### config.mk
export PLATFORM = sky130hd
export DESIGN_NAME = pkdh_derand_ctrl
export DESIGN_NICKNAME = d
export VERILOG_FILES = /design/src/rtl/pkdh_pkg.sv /design/src/rtl/pkdh_cell.sv /design/src/rtl/pkdh_alloc.sv /design/src/rtl/pkdh_idx_fifo.sv /design/src/rtl/pkdh_derand_ctrl.sv
export SDC_FILE = /design/constraint.sdc
export NUM_CORES = 1
export LEC_CHECK = 0
export BUFFER_PORTS_ARGS = -buffer_cell sky130_fd_sc_hd__buf_4
export CAP_MARGIN = 20
export CORE_MARGIN = 2
export CORE_UTILIZATION = 35
export CTS_CLUSTER_DIAMETER = 40
export DETAILED_ROUTE_END_ITERATION = 8
export GPL_ROUTABILITY_DRIVEN = 0
export HOLD_SLACK_MARGIN = 0.05
export PLACE_DENSITY = 0.53
export SLEW_MARGIN = 5
export SYNTH_ARGS = -nofsm -noshare
export SYNTH_HDL_FRONTEND = slang
export SYNTH_SLANG_ARGS = --single-unit
### constraint.sdc
create_clock -name clk -period 3.6 [get_ports clk]
set_input_delay 0.36 -clock clk [delete_from_list [all_inputs] [get_ports clk]]
set_output_delay 0.36 -clock clk [all_outputs]
set_load 0.01 [all_outputs]
### src/rtl/pkdh_pkg.sv
package pkdh_pkg;

  // Life cycle of one peak-capture cell.
  typedef enum logic [1:0] {
    CELL_IDLE  = 2'd0,
    CELL_TRACK = 2'd1,
    CELL_HOLD  = 2'd2,
    CELL_READ  = 2'd3
  } cell_st_e;

endpackage

### src/rtl/pkdh_cell.sv
module pkdh_cell
  import pkdh_pkg::*;
(
  input  logic     clk,
  input  logic     rst,
  input  logic     claim_i,
  input  logic     peak_i,
  input  logic     read_go_i,
  input  logic     done_i,
  output cell_st_e st_o,
  output logic     clear_o
);

  cell_st_e st_q, st_d;

  always_comb begin
    st_d = st_q;
    unique case (st_q)
      CELL_IDLE:  if (claim_i)   st_d = CELL_TRACK;
      CELL_TRACK: if (peak_i)    st_d = CELL_HOLD;
      CELL_HOLD:  if (read_go_i) st_d = CELL_READ;
      CELL_READ:  if (done_i)    st_d = CELL_IDLE;
      default:                   st_d = CELL_IDLE;
    endcase
  end

  always_ff @(posedge clk) begin
    if (rst) begin
      st_q    <= CELL_IDLE;
      clear_o <= 1'b0;
    end else begin
      st_q    <= st_d;
      clear_o <= (st_q == CELL_READ) && done_i;
    end
  end

  assign st_o = st_q;

endmodule

### src/rtl/pkdh_alloc.sv
module pkdh_alloc #(
  parameter int N  = 4,
  parameter int IW = 2
) (
  input  logic [N-1:0]  idle_i,
  input  logic          req_i,
  output logic [N-1:0]  grant_oh_o,
  output logic [IW-1:0] grant_idx_o,
  output logic          any_idle_o
);

  // Index of the lowest set bit; 0 when none.
  function automatic logic [IW-1:0] lowest_set(input logic [N-1:0] v);
    logic [IW-1:0] r;
    r = '0;
    for (int k = N - 1; k >= 0; k--) begin
      if (v[k]) r = IW'(k);
    end
    return r;
  endfunction

  assign any_idle_o  = |idle_i;
  assign grant_idx_o = lowest_set(idle_i);

  for (genvar g = 0; g < N; g++) begin : g_grant
    assign grant_oh_o[g] = req_i && any_idle_o && (grant_idx_o == IW'(g));
  end

endmodule

### src/rtl/pkdh_idx_fifo.sv
module pkdh_idx_fifo #(
  parameter int DEPTH = 4,
  parameter int W     = 2,
  parameter int CW    = 3
) (
  input  logic          clk,
  input  logic          rst,
  input  logic          push_i,
  input  logic [W-1:0]  din_i,
  input  logic          pop_i,
  output logic [W-1:0]  head_o,
  output logic          empty_o,
  output logic [CW-1:0] count_o
);

  localparam int PW = (DEPTH > 1) ? $clog2(DEPTH) : 1;

  logic [W-1:0]  mem [DEPTH];
  logic [PW-1:0] wr_ptr, rd_ptr;
  logic [CW-1:0] cnt;

  function automatic logic [PW-1:0] ptr_next(input logic [PW-1:0] p);
    return (p == PW'(DEPTH - 1)) ? '0 : p + PW'(1);
  endfunction

  always_ff @(posedge clk) begin
    if (rst) begin
      wr_ptr <= '0;
      rd_ptr <= '0;
      cnt    <= '0;
    end else begin
      if (push_i) begin
        mem[wr_ptr] <= din_i;
        wr_ptr      <= ptr_next(wr_ptr);
      end
      if (pop_i) rd_ptr <= ptr_next(rd_ptr);
      if (push_i && !pop_i)      cnt <= cnt + CW'(1);
      else if (pop_i && !push_i) cnt <= cnt - CW'(1);
    end
  end

  assign head_o  = mem[rd_ptr];
  assign empty_o = (cnt == '0);
  assign count_o = cnt;

endmodule

### src/rtl/pkdh_derand_ctrl.sv
module pkdh_derand_ctrl
  import pkdh_pkg::*;
#(
  parameter int N     = 4,
  parameter int OVF_W = 8
) (
  input  logic             clk,
  input  logic             rst,
  input  logic             pulse_in,
  input  logic [N-1:0]     peak_found,
  input  logic             adc_done,
  output logic [N-1:0]     cell_track,
  output logic [N-1:0]     cell_read,
  output logic [N-1:0]     cell_clear,
  output logic             adc_start,
  output logic             busy,
  output logic [OVF_W-1:0] ovf_count
);

  localparam int IW = (N > 1) ? $clog2(N) : 1;
  localparam int CW = $clog2(N + 1);

  function automatic logic [OVF_W-1:0] sat_inc(input logic [OVF_W-1:0] v);
    return (v == '1) ? v : v + OVF_W'(1);
  endfunction

  cell_st_e      cell_st [N];
  logic [N-1:0]  idle_vec, hold_vec, grant_oh, go_vec, rel_vec;
  logic [IW-1:0] grant_idx, head_idx, cur_idx;
  logic          any_idle, q_empty, conv_busy;
  logic [CW-1:0] q_count;

  // Named internal events, visible to the checker.
  logic ev_accept, ev_drop, conv_start, conv_release, head_held;

  assign ev_accept    = pulse_in && any_idle;
  assign ev_drop      = pulse_in && !any_idle;
  assign head_held    = !q_empty && hold_vec[head_idx];
  assign conv_start   = !conv_busy && head_held;
  assign conv_release = conv_busy && adc_done;

  pkdh_alloc #(.N(N), .IW(IW)) u_alloc (
    .idle_i      (idle_vec),
    .req_i       (pulse_in),
    .grant_oh_o  (grant_oh),
    .grant_idx_o (grant_idx),
    .any_idle_o  (any_idle)
  );

  pkdh_idx_fifo #(.DEPTH(N), .W(IW), .CW(CW)) u_queue (
    .clk     (clk),
    .rst     (rst),
    .push_i  (ev_accept),
    .din_i   (grant_idx),
    .pop_i   (conv_start),
    .head_o  (head_idx),
    .empty_o (q_empty),
    .count_o (q_count)
  );

  for (genvar g = 0; g < N; g++) begin : g_cell
    assign go_vec[g]  = conv_start && (head_idx == IW'(g));
    assign rel_vec[g] = conv_release && (cur_idx == IW'(g));

    pkdh_cell u_cell (
      .clk       (clk),
      .rst       (rst),
      .claim_i   (grant_oh[g]),
      .peak_i    (peak_found[g]),
      .read_go_i (go_vec[g]),
      .done_i    (rel_vec[g]),
      .st_o      (cell_st[g]),
      .clear_o   (cell_clear[g])
    );

    assign idle_vec[g]   = (cell_st[g] == CELL_IDLE);
    assign hold_vec[g]   = (cell_st[g] == CELL_HOLD);
    assign cell_track[g] = (cell_st[g] == CELL_TRACK);
    assign cell_read[g]  = (cell_st[g] == CELL_READ);
  end

  always_ff @(posedge clk) begin
    if (rst) begin
      conv_busy <= 1'b0;
      cur_idx   <= '0;
      adc_start <= 1'b0;
      ovf_count <= '0;
    end else begin
      adc_start <= conv_start;
      if (conv_start) begin
        conv_busy <= 1'b1;
        cur_idx   <= head_idx;
      end else if (conv_release) begin
        conv_busy <= 1'b0;
      end
      if (ev_drop) ovf_count <= sat_inc(ovf_count);
    end
  end

  assign busy = !any_idle;

endmodule

## Yosys cells after proc, flatten, opt, wreduce, memory -nomap -nowiden

Memory sizes are Yosys's and may differ from the RTL's. A register that Yosys moved wholly into a read port is not among the register bits.
Index checks and enable logic that the tools add are counted.

| word-level totals | value |
|---|---|
| logic and storage cells | 144 |
| memories kept | 1 |
| RAM bits | 8 |
| register bits | 31 |

| cells by class | value |
|---|---|
| bitwise logic cells | 1 |
| eq/ne operators | 40 |
| reduce and logical (&&, ||, !) cells | 44 |
| muxes and demuxes | 37 |
| $add $sub $neg | 5 |
| magnitude comparators | 1 |

Memory list:

| name | depth | bits a word | read ports | clocked after memory_dff | wr ports | line | RTL |
|---|---|---|---|---|---|---|---|
| u_queue.mem | 4 | 2 | 1 | 1 | 1 | pkdh_idx_fifo.sv:18 | `logic [W-1:0] mem [DEPTH];` |

Operators by type and width:

| kind | number |
|---|---|
| $mux W2 | 24 |
| $eq A2 B2 Y1 const B | 16 |
| $pmux W2 S4 | 4 |
| $ne A2 B1 Y1 const B | 12 |
| $logic_and A1 B1 Y1 | 23 |
| $reduce_and A4 Y1 | 4 |
| $eq A2 B1 Y1 const B | 7 |
| $logic_not A2 Y1 | 7 |
| $add A8 B1 Y8 const B | 1 |
| $eq A8 B8 Y1 const B | 1 |
| $ne A2 B2 Y1 const B | 4 |
| $mux W1 | 6 |
| $mux W3 | 2 |
| $logic_not A1 Y1 | 5 |
| $add A2 B1 Y2 const B | 2 |
| $reduce_bool A2 Y1 | 2 |
| $reduce_or A4 Y1 | 1 |
| $add A3 B1 Y3 const B | 1 |
| $logic_not A3 Y1 | 1 |
| $lt A2 B3 Y1 const B | 1 |
| $sub A3 B1 Y3 const B | 1 |
| $bmux W1 S2 | 1 |
| $reduce_and A2 Y1 | 1 |
| $not A1 Y1 | 1 |

## Depth between registers and ports, before layout

Gate-level depths: netlist of the first run.

| logic depth | value |
|---|---|
| depth after elaboration | 9 |
| mapped depth | 11 |

## By module

A second synthesis of the first run with hierarchy kept.

| unflattened totals | value |
|---|---|
| cells, all modules | 257 |
| area total of the unflattened synthesis | 2547.4 um^2 |

Modules (own cells, without submodules):

| module | area each (um^2) | cells an instance | times used |
|---|---|---|---|
| pkdh_cell | 241.5 | 23 | 4 |
| pkdh_derand_ctrl | 778.2 | 98 | 1 |
| pkdh_idx_fifo | 728.2 | 55 | 1 |
| pkdh_alloc | 75.1 | 12 | 1 |

## Least setup slack after synthesis of the first run

No wires, ideal clock.

| path | value |
|---|---|
| path kind | register to register |
| start | register with a tool-made name |
| end | register u_queue.cnt[2], in the netlist u_queue.count_o[2] |
| required time | 3.530 ns |
| arrival time | 2.667 ns |
| setup time | 0.070 ns |
| setup slack | 0.863 ns |
| cell stages (with the launch flop) | 11 |
| path through | dfxtp_1 -> mux4_2 -> mux2_2 -> o2bb2ai_1 -> inv_1 -> ha_1 -> inv_1 -> fa_1 -> xor2_1 -> or3_1 -> a21oi_1 |

RTL lines:

| what | line | RTL |
|---|---|---|
| end signal, assigned | pkdh_idx_fifo.sv:37 | `if (push_i && !pop_i) cnt <= cnt + CW'(1);` |
| end signal, assigned | pkdh_idx_fifo.sv:38 | `else if (pop_i && !push_i) cnt <= cnt - CW'(1);` |
| end, declared | pkdh_idx_fifo.sv:20 | `logic [CW-1:0] cnt;` |

==> summary.md, run 1 <==
| Metric | Value |
|---|---|
| Fin Hold WS | `0.377 ns` |
| Global route overflow | `0` |
| Synth unique cells | `47` |
| Die Area | `7130 µm²` |
| Reg clk slew, reported paths | `0.09 ns` |
| Max-slew violations | `0` |
| Setup bufs post-CTS | `0` |
| I/O Buffers | `29` |
| GRT Resource Usage Total | `13.5%` |
| Achievable clock frequency | `347 MHz` |
| Largest net degree at the start of global routing | `25` |
| CP Launch Type | `register` |
| Most frequent cells in the layout | `33 x dfxtp_1, 29 x buf_4, 27 x ha_1` |
| Seq cells post-synth | `41` |
| Sequential Area | `901 µm²` |
| Hold Path Class | `primary input to register` |
| Clock skew | `0.0107 ns` |
| TritonCTS clock tree | `done` |
| Crit. End Element | `register` |
| Drt wl/cell | `13.6 µm` |
| Clk buf depth | `2` |
| CTS root buffer | `clkbuf_8` |
| DR iter-0 viols | `47` |
| # diodes | `0` |
| Max cap viols | `0` |
| Pwr/cell area | `548 nW/µm²` |
| Initial antenna violation count | `0` |
| Synth async-reset ratio | `0%` |
| Dpl hpwl | `3360 µm` |
| Starting Density | `35.9%` |
| Die X | `84.4 µm` |
| First-pass GRT wire length | `7610 µm` |
| Number of enable flip-flop cells after synthesis | `8` |
| Clk Latency, worst-skew pair | `0.31 ns` |
| Final net count | `290` |
| Io pins | `30` |
| Leakage | `1.08 nW` |
| Data arrival, critical path | `3.13 ns` |
| CTS buffer count | `5` |
| Final WL | `4500 µm` |
| Most common cell after layout, fill and taps aside | `dfxtp_1` |
| Status | `finished, final reports clean` |
| Final hold viol count | `0` |
| CTS sink cnt | `41` |
| Cell Area, Synth | `2260 µm²` |
| Detail-routed via count per cell | `5.05` |
| Drt drc | `0` |
| CTS Hold Bufs | `0` |
| Core Area | `6310 µm²` |
| Multi-input logic area | `1230 µm²` |
| Resize count post-CTS | `0` |
| Average footprint of a synthesized cell | `9.93 µm²` |
| CP Data Required Time | `3.84 ns` |
| Max Fanout on Critical Path | `7` |
| Cells after Synth | `228` |
| Worst VDD drop | `0.298 mV` |
| Worst Setup Path Type | `register to register` |
| H-tree depth | `2` |
| Die H | `84.4 µm` |
| Setup-failing EPs final | `0` |
| Synth-to-Final Area Change | `15.5%` |
| Synthesis Warnings | `0` |
| RSZ-0062 raised after global routing | `false` |
| Syn Nets | `264` |
| Pre-antenna DRT Iters | `4` |
| Routed Antenna Nets | `0` |
| FILL cells | `663` |
| Via count | `1678` |
| Share of layout cells above drive strength 1 | `19.2%` |
| Post-synth top flop | `dfxtp_1` |
| Fin crit share | `80.1%` |
| Measured slew at the worst slew-check pin | `0.788 ns` |
| Slew headroom | `46.8%` |
| Sequential share of the synthesized area | `39.8%` |
| Min cycle time layout | `2.88 ns` |
| Setup TNS | `0 ns` |
| Vias in the first global route | `1582` |
| Row count | `29` |
-- final timing paths --
kind                     start            endpoint  slack, ns  depth (start not counted)
max                   register  u_queue.count_o[2]       0.72                         10
min                   adc_done           conv_busy       0.38                          3
max reg2reg           register  u_queue.count_o[2]       0.72                         10
min reg2reg  u_queue.rd_ptr[1]   u_queue.rd_ptr[1]       0.49                          2
-- worst max-delay path: stages, from the launching register on --
cell and delay, ns:
dfxtp_1 0.37, mux4_2 0.60, mux2_2 0.30, o2bb2ai_1 0.17, inv_1 0.15, ha_1 0.20
inv_1 0.06, fa_1 0.37, xor2_1 0.15, or3_1 0.30, a21oi_1 0.15
-- synthesized netlist by cell type, types with 2 or more instances --
master,count,share of area [%]
xor2_1,5,1.9
nand3_1,7,1.5
o2111ai_1,2,0.77
inv_1,20,3.3
nand4b_1,2,0.77
nor2_1,15,2.5
nand2_1,13,2.2
mux2_2,2,0.99
nand2b_1,3,0.83
nand4_1,4,1.1
buf_4,4,1.3
a31o_2,2,0.77
edfxtp_1,8,11
or3_1,6,1.7
mux4_2,2,2.0
nor2b_1,2,0.55
or4b_1,2,0.88
nor3_1,8,1.8
mux2i_1,9,4.0
ha_1,27,15
dfxtp_1,33,29
and2_1,4,1.1
o21ai_0,4,0.88
nor4_1,2,0.55
a222oi_1,3,1.3
o21a_1,3,0.99
a21oi_1,11,2.4
clkbuf_1,6,0.99
-- sequential cells by signal, indices dropped and copies added, names as in the netlist, named ones only --
name and count:
u_queue.wr_ptr 2, u_queue.count_o 3, u_queue.rd_ptr 2, g_cell.u_cell.st_o 8, adc_start 1, ovf_count 8
conv_busy 1, g_cell.u_cell.clear_o 4, cur_idx 2, u_queue.mem 8
-- cell type report --
type / count / area share (%)
Sequential cell: 41 / 34.4
Timing Repair Buffer: 29 / 8.33
Inverter: 20 / 2.87
Multi-Input combinational cell: 157 / 47.2
Clock buffer: 5 / 2.63
Clock inverter: 3 / 0.813
Tap cell: 77 / 3.68
-- cell families after synthesis --
group,synth area share (%)
DFF,39.8
xor gates and xnor gates,1.93
AOI/OAI and AO/OA,11.5
muxes,6.97
buffers and inverters,5.64
adders and majority gates,15.8
and+or+nand+nor,18.4
-- per-stage QoR --
step / setup slack (ns) / util [%] / power, mW / cells / area [µm²]
floorplan: 0.863 / - / 0.992 / 228 / 2260
global placement: 0.758 / 40.0 / 1.13 / 324 / 2520
detailed placement: 0.714 / 40.0 / 1.13 / 324 / 2520
CTS: 0.689 / 41.4 / 1.45 / 332 / 2620
global route: 0.471 / 41.4 / 1.55 / 332 / 2620
finish: 0.716 / 41.4 / 1.43 / 332 / 2620
-- per-layer routing --
| metal | part of all wire, % | routed length (µm) | GRT usage [%] | vias to the layer above |
|---|---|---|---|---|
| met2 | 46 | 2060 | 22.4 | 37 |
| met4 | 1.0 | 46 | 3.03 | 0 |
| met1 | 47 | 2130 | 17.0 | 777 |
| li1 | - | - | - | 859 |
| met3 | 6.0 | 271 | 4.62 | 5 |
| met5 | 0 | 0 | 0 | - |
-- power by group --
group / switching, mW / leakage (nW) / internal (mW)
clock network: 0.176 / 0.0445 / 0.138
logic: 0.287 / 0.689 / 0.238
registers: 0.0547 / 0.342 / 0.540
total: 0.517 / 1.08 / 0.915
No activity file was read; power rests on OpenSTA's default activity.
==> run 2, diff against run 1 <==
==> constraint.sdc (replaced) <==
create_clock -name clk -period 3 [get_ports clk]
set_input_delay 0.3 -clock clk [delete_from_list [all_inputs] [get_ports clk]]
set_output_delay 0.3 -clock clk [all_outputs]
set_load 0.01 [all_outputs]
==> run 2 against run 1 <==
Compared with the run above: count of clock-buffer cells in the layout did not move; die area did not move; global-route usage rose by 0.35 points; first-iteration DRC count rose by 51%; total power rose by 21%; fmax rose by 3.1%; via count rose by 1.6%; critical path depth did not move; sequential cell count did not move; critical endpoint unchanged; highest routed layer unchanged.
==> summary.md, run 2 (synthesis gave the netlist of run 1 again) <==
| Metric | Value |
|---|---|
| Io pins | `30` |
| H-tree depth | `2` |
| Drt wl/cell | `13.9 µm` |
| Drt drc | `0` |
| TritonCTS clock tree | `done` |
| Detail-routed via count per cell | `5.09` |
| Crit. End Element | `register` |
| Status | `finished, final reports clean` |
| Slew headroom | `54.1%` |
| Core Area | `6310 µm²` |
| Most common cell after layout, fill and taps aside | `dfxtp_1` |
| CP Data Required Time | `3.24 ns` |
| Resize count post-CTS | `0` |
| CTS Hold Bufs | `0` |
| Final net count | `293` |
| Fin Hold WS | `0.312 ns` |
| Pwr/cell area | `658 nW/µm²` |
| Initial antenna violation count | `0` |
| Hold Path Class | `primary input to register` |
| Share of layout cells above drive strength 1 | `20.2%` |
| Worst Slack Setup Final | `0.204 ns` |
| Global route overflow | `0` |
| Pre-antenna DRT Iters | `4` |
| Setup bufs post-CTS | `0` |
| Pre-CTS WS | `0.217 ns` |
| GRT Resource Usage Total | `13.8%` |
| I/O Buffers | `29` |
| CTS root buffer | `clkbuf_8` |
| Synth-to-Final Area Change | `16.5%` |
| Final WL | `4640 µm` |
| Starting Density | `35.9%` |
| Via count | `1705` |
| CTS sink cnt | `41` |
| Fin util | `41.8%` |
| Row count | `29` |
| Leakage | `1.09 nW` |
| Fin crit share | `93.2%` |
| DP Area | `2550 µm²` |
| Hold_sp | `adc_done` |
| Max Fanout on Critical Path | `7` |
| RSZ-0062 raised after global routing | `false` |
| CTS buffer count | `5` |
| Worst VDD drop | `0.281 mV` |
| Data arrival, critical path | `3.03 ns` |
| Achievable clock frequency | `358 MHz` |
| Min cycle time layout | `2.80 ns` |
| Routed Antenna Nets | `0` |
| Final hold viol count | `0` |
| Setup-failing EPs final | `0` |
| Setup TNS | `0 ns` |
| Reg clk slew, reported paths | `0.09 ns` |
| First-pass GRT wire length | `7790 µm` |
| Finished Cell Area | `2640 µm²` |
| Max cap viols | `0` |
| Die H | `84.4 µm` |
| Worst Setup Path Type | `register to register` |
| Die X | `84.4 µm` |
| Clk Latency, worst-skew pair | `0.30 ns` |
| Die Area | `7130 µm²` |
| CP Launch Type | `register` |
| Vias in the first global route | `1587` |
| Max-slew violations | `0` |
| Clk buf depth | `2` |
| FILL cells | `638` |
| Dpl hpwl | `3390 µm` |
| Largest net degree at the start of global routing | `25` |
| Measured slew at the worst slew-check pin | `0.679 ns` |
| Most frequent cells in the layout | `33 x dfxtp_1, 32 x buf_4, 27 x ha_1` |
| # diodes | `0` |
| Clock skew | `0.00323 ns` |
| DR iter-0 viols | `71` |
-- run 2: changes by cell type in the layout (fill, tap and decap cells not counted) --
cell,change
buf_4,+3
-- run 2: path summary, 6_finish.rpt --
check / end / slack [ns] / cells past startpoint
min: conv_busy / 0.31 / 3
max: u_queue.count_o[2] / 0.20 / 10
min reg2reg: u_queue.rd_ptr[1] / 0.50 / 2
max reg2reg: u_queue.count_o[2] / 0.20 / 10
-- run 2: per-layer routing --
metal,part of all wire (%),track usage [%]
met1,48,18.2
met2,46,22.0
met3,5.1,4.52
met4,0.65,3.46
met5,0,0
-- run 2: area by class of cell --
type                            count  area, µm²  share of cell area [%]
Clock inverter                      3       21.3                   0.806
Tap cell                           77       96.3                    3.65
Multi-Input combinational cell    157       1230                    46.8
Inverter                           20       75.1                    2.85
Sequential cell                    41        901                    34.2
Clock buffer                        5       68.8                    2.61
Timing Repair Buffer               32        240                    9.11
-- run 2: through the flow --
step | cells | total power, mW
final | 335 | 1.74
after global routing | 335 | 1.88
after CTS | 335 | 1.76
after detailed placement | 327 | 1.38
after global placement | 327 | 1.38
after floorplan | 228 | 1.19
-- run 2: where the power goes --
group / internal [mW] / switching [mW] / total (mW) / leakage (nW)
combinational: 0.296 / 0.346 / 0.642 / 0.703
sequential: 0.647 / 0.0650 / 0.712 / 0.342
clock: 0.165 / 0.216 / 0.381 / 0.0445
-- run 2: critical path, stage by stage, from the launching register on --
cell and delay (ns):
dfxtp_1 0.38, mux4_2 0.60, mux2_2 0.30, o2bb2ai_1 0.17
inv_1 0.10, ha_1 0.17, inv_1 0.06, fa_1 0.37
xor2_1 0.15, or3_1 0.30, a21oi_1 0.13
==> run 3, diff against run 2 <==
--- a/config.mk
+++ b/config.mk
@@ -14,6 +14,7 @@
 export GPL_ROUTABILITY_DRIVEN = 0
 export HOLD_SLACK_MARGIN = 0.05
 export PLACE_DENSITY = 0.53
+export REMOVE_ABC_BUFFERS = 1
 export SLEW_MARGIN = 5
 export SYNTH_ARGS = -nofsm -noshare
 export SYNTH_HDL_FRONTEND = slang
==> run 3 against run 2 <==
Compared with the run above: highest routed layer unchanged; wire length down 0.58%; core utilization up 0.36 points; total power up 4.3%; critical path type unchanged; critical endpoint unchanged; fmax up 1.7%; clock power up 18%.
==> summary.md, run 3 (synthesis gave the netlist of run 1 again) <==
| Metric | Value |
|---|---|
| Row count | `29` |
| M2 GR Usage | `21.9%` |
| Cells after DPL | `327` |
| DR iter-0 viols | `118` |
| Detail-routed via count per cell | `5.13` |
| Via count | `1718` |
| Fin util | `42.1%` |
| Pwr/cell area | `680 nW/µm²` |
| Global route overflow | `0` |
| Io pins | `30` |
| Worst Setup Path Type | `register to register` |
| Clk buf depth | `2` |
| Status | `finished, final reports clean` |
| Final Power | `1.81 mW` |
| Min cycle time layout | `2.75 ns` |
| Setup-failing EPs final | `0` |
| Met1 usage | `18.5%` |
| Fin crit share | `91.6%` |
| Starting Density | `35.9%` |
| Setup TNS | `0 ns` |
| CTS root buffer | `clkbuf_8` |
| Die H | `84.4 µm` |
| Max cap viols | `0` |
| R2r worst-path depth | `10` |
| Hold Path Class | `primary input to register` |
| Worst VDD drop | `0.264 mV` |
| Die X | `84.4 µm` |
| Share of layout cells above drive strength 1 | `20.2%` |
| Max Fanout on Critical Path | `7` |
| Initial antenna violation count | `0` |
| CP Data Required Time | `3.23 ns` |
| Die Area | `7130 µm²` |
| CP Launch Type | `register` |
| Grt peak-use layer | `met2` |
| Clock skew | `0.00310 ns` |
| Reg clk slew, reported paths | `0.08 ns` |
| Pre-CTS WS | `0.213 ns` |
| Fin Hold WS | `0.325 ns` |
| Achievable clock frequency | `364 MHz` |
| Clk Latency, worst-skew pair | `0.30 ns` |
| Hold depth | `3` |
| Largest net degree at the start of global routing | `25` |
| Dpl hpwl | `3420 µm` |
| DP Area | `2550 µm²` |
| Worst Slack Setup Final | `0.252 ns` |
| Drt drc | `0` |
| TritonCTS clock tree | `done` |
| Final hold viol count | `0` |
| Slew headroom | `51.9%` |
| RSZ-0062 raised after global routing | `false` |
| Core Area | `6310 µm²` |
| CTS buffer count | `5` |
| CTS sink cnt | `41` |
| Leakage | `1.10 nW` |
| H-tree depth | `2` |
| GR Layer Usage met3 | `2.85%` |
| Vias in the first global route | `1584` |
| Final WL | `4620 µm` |
| Pre-antenna DRT Iters | `4` |
| Measured slew at the worst slew-check pin | `0.712 ns` |
| Max-slew violations | `0` |
| # diodes | `0` |
| Crit. End Element | `register` |
| First-pass GRT wire length | `7800 µm` |
| FILL cells | `632` |
| Synth-to-Final Area Change | `17.5%` |
| Data arrival, critical path | `2.98 ns` |
| GRT Resource Usage Total | `13.7%` |
| Routed Antenna Nets | `0` |
| Drt wl/cell | `13.8 µm` |
| Final net count | `293` |
| Most frequent cells in the layout | `32 x dfxtp_1, 32 x buf_4, 27 x ha_1` |
| I/O Buffers | `29` |
| Post-route insts no fill | `335` |
| Finished Cell Area | `2660 µm²` |
-- run 3: cell types whose count changed in the layout (fill, tap and decap cells not counted) --
cell	delta
clkinv_2	-1
clkbuf_1	+1
dfxtp_2	+1
clkinvlp_4	-1
clkinv_4	+1
dfxtp_1	-1
inv_6	-1
bufinv_16	+1
-- run 3: worst paths after layout --
kind	startpoint	endpoint	slack [ns]
hold reg to reg	u_queue.rd_ptr[1]	u_queue.rd_ptr[1]	0.50
setup reg to reg	register	u_queue.count_o[2]	0.25
hold / removal	adc_done	conv_busy	0.33
setup / recovery	register	u_queue.count_o[2]	0.25
-- run 3: area by class of cell --
cell class                      count  area, µm²  area share, %
Tap cell                           77       96.3           3.62
Clock inverter                      2       38.8           1.46
Timing Repair Buffer               32        240           9.03
Inverter                           20       75.1           2.82
Sequential cell                    41        902           33.9
Clock buffer                        6       72.6           2.73
Multi-Input combinational cell    157       1230           46.4
-- run 3: critical path, cell delays in order, from the launching register on --
cell and delay, ns:
dfxtp_2 0.35, mux4_2 0.58, mux2_2 0.30, o2bb2ai_1 0.17, inv_1 0.09, ha_1 0.17
inv_1 0.06, fa_1 0.37, xor2_1 0.15, or3_1 0.30, a21oi_1 0.14
-- run 3: timing repair --
item,CTS,global route
setup endpoints to repair,0,1
hold buffers,0,0
gates resized for setup,0,1
buffers inserted,0,0
-- run 3: power by group --
| part | internal, mW | switching [mW] | total [mW] |
|---|---|---|---|
| logic | 0.297 | 0.350 | 0.647 |
| registers | 0.648 | 0.0661 | 0.714 |
| clock network | 0.250 | 0.199 | 0.449 |
-- run 3: per-layer routing --
metal	up-vias	wire, µm	share of wire [%]
li1	865	-	-
met2	46	2150	47
met3	7	237	5.1
met4	0	57	1.2
met5	-	0	0
met1	800	2170	47
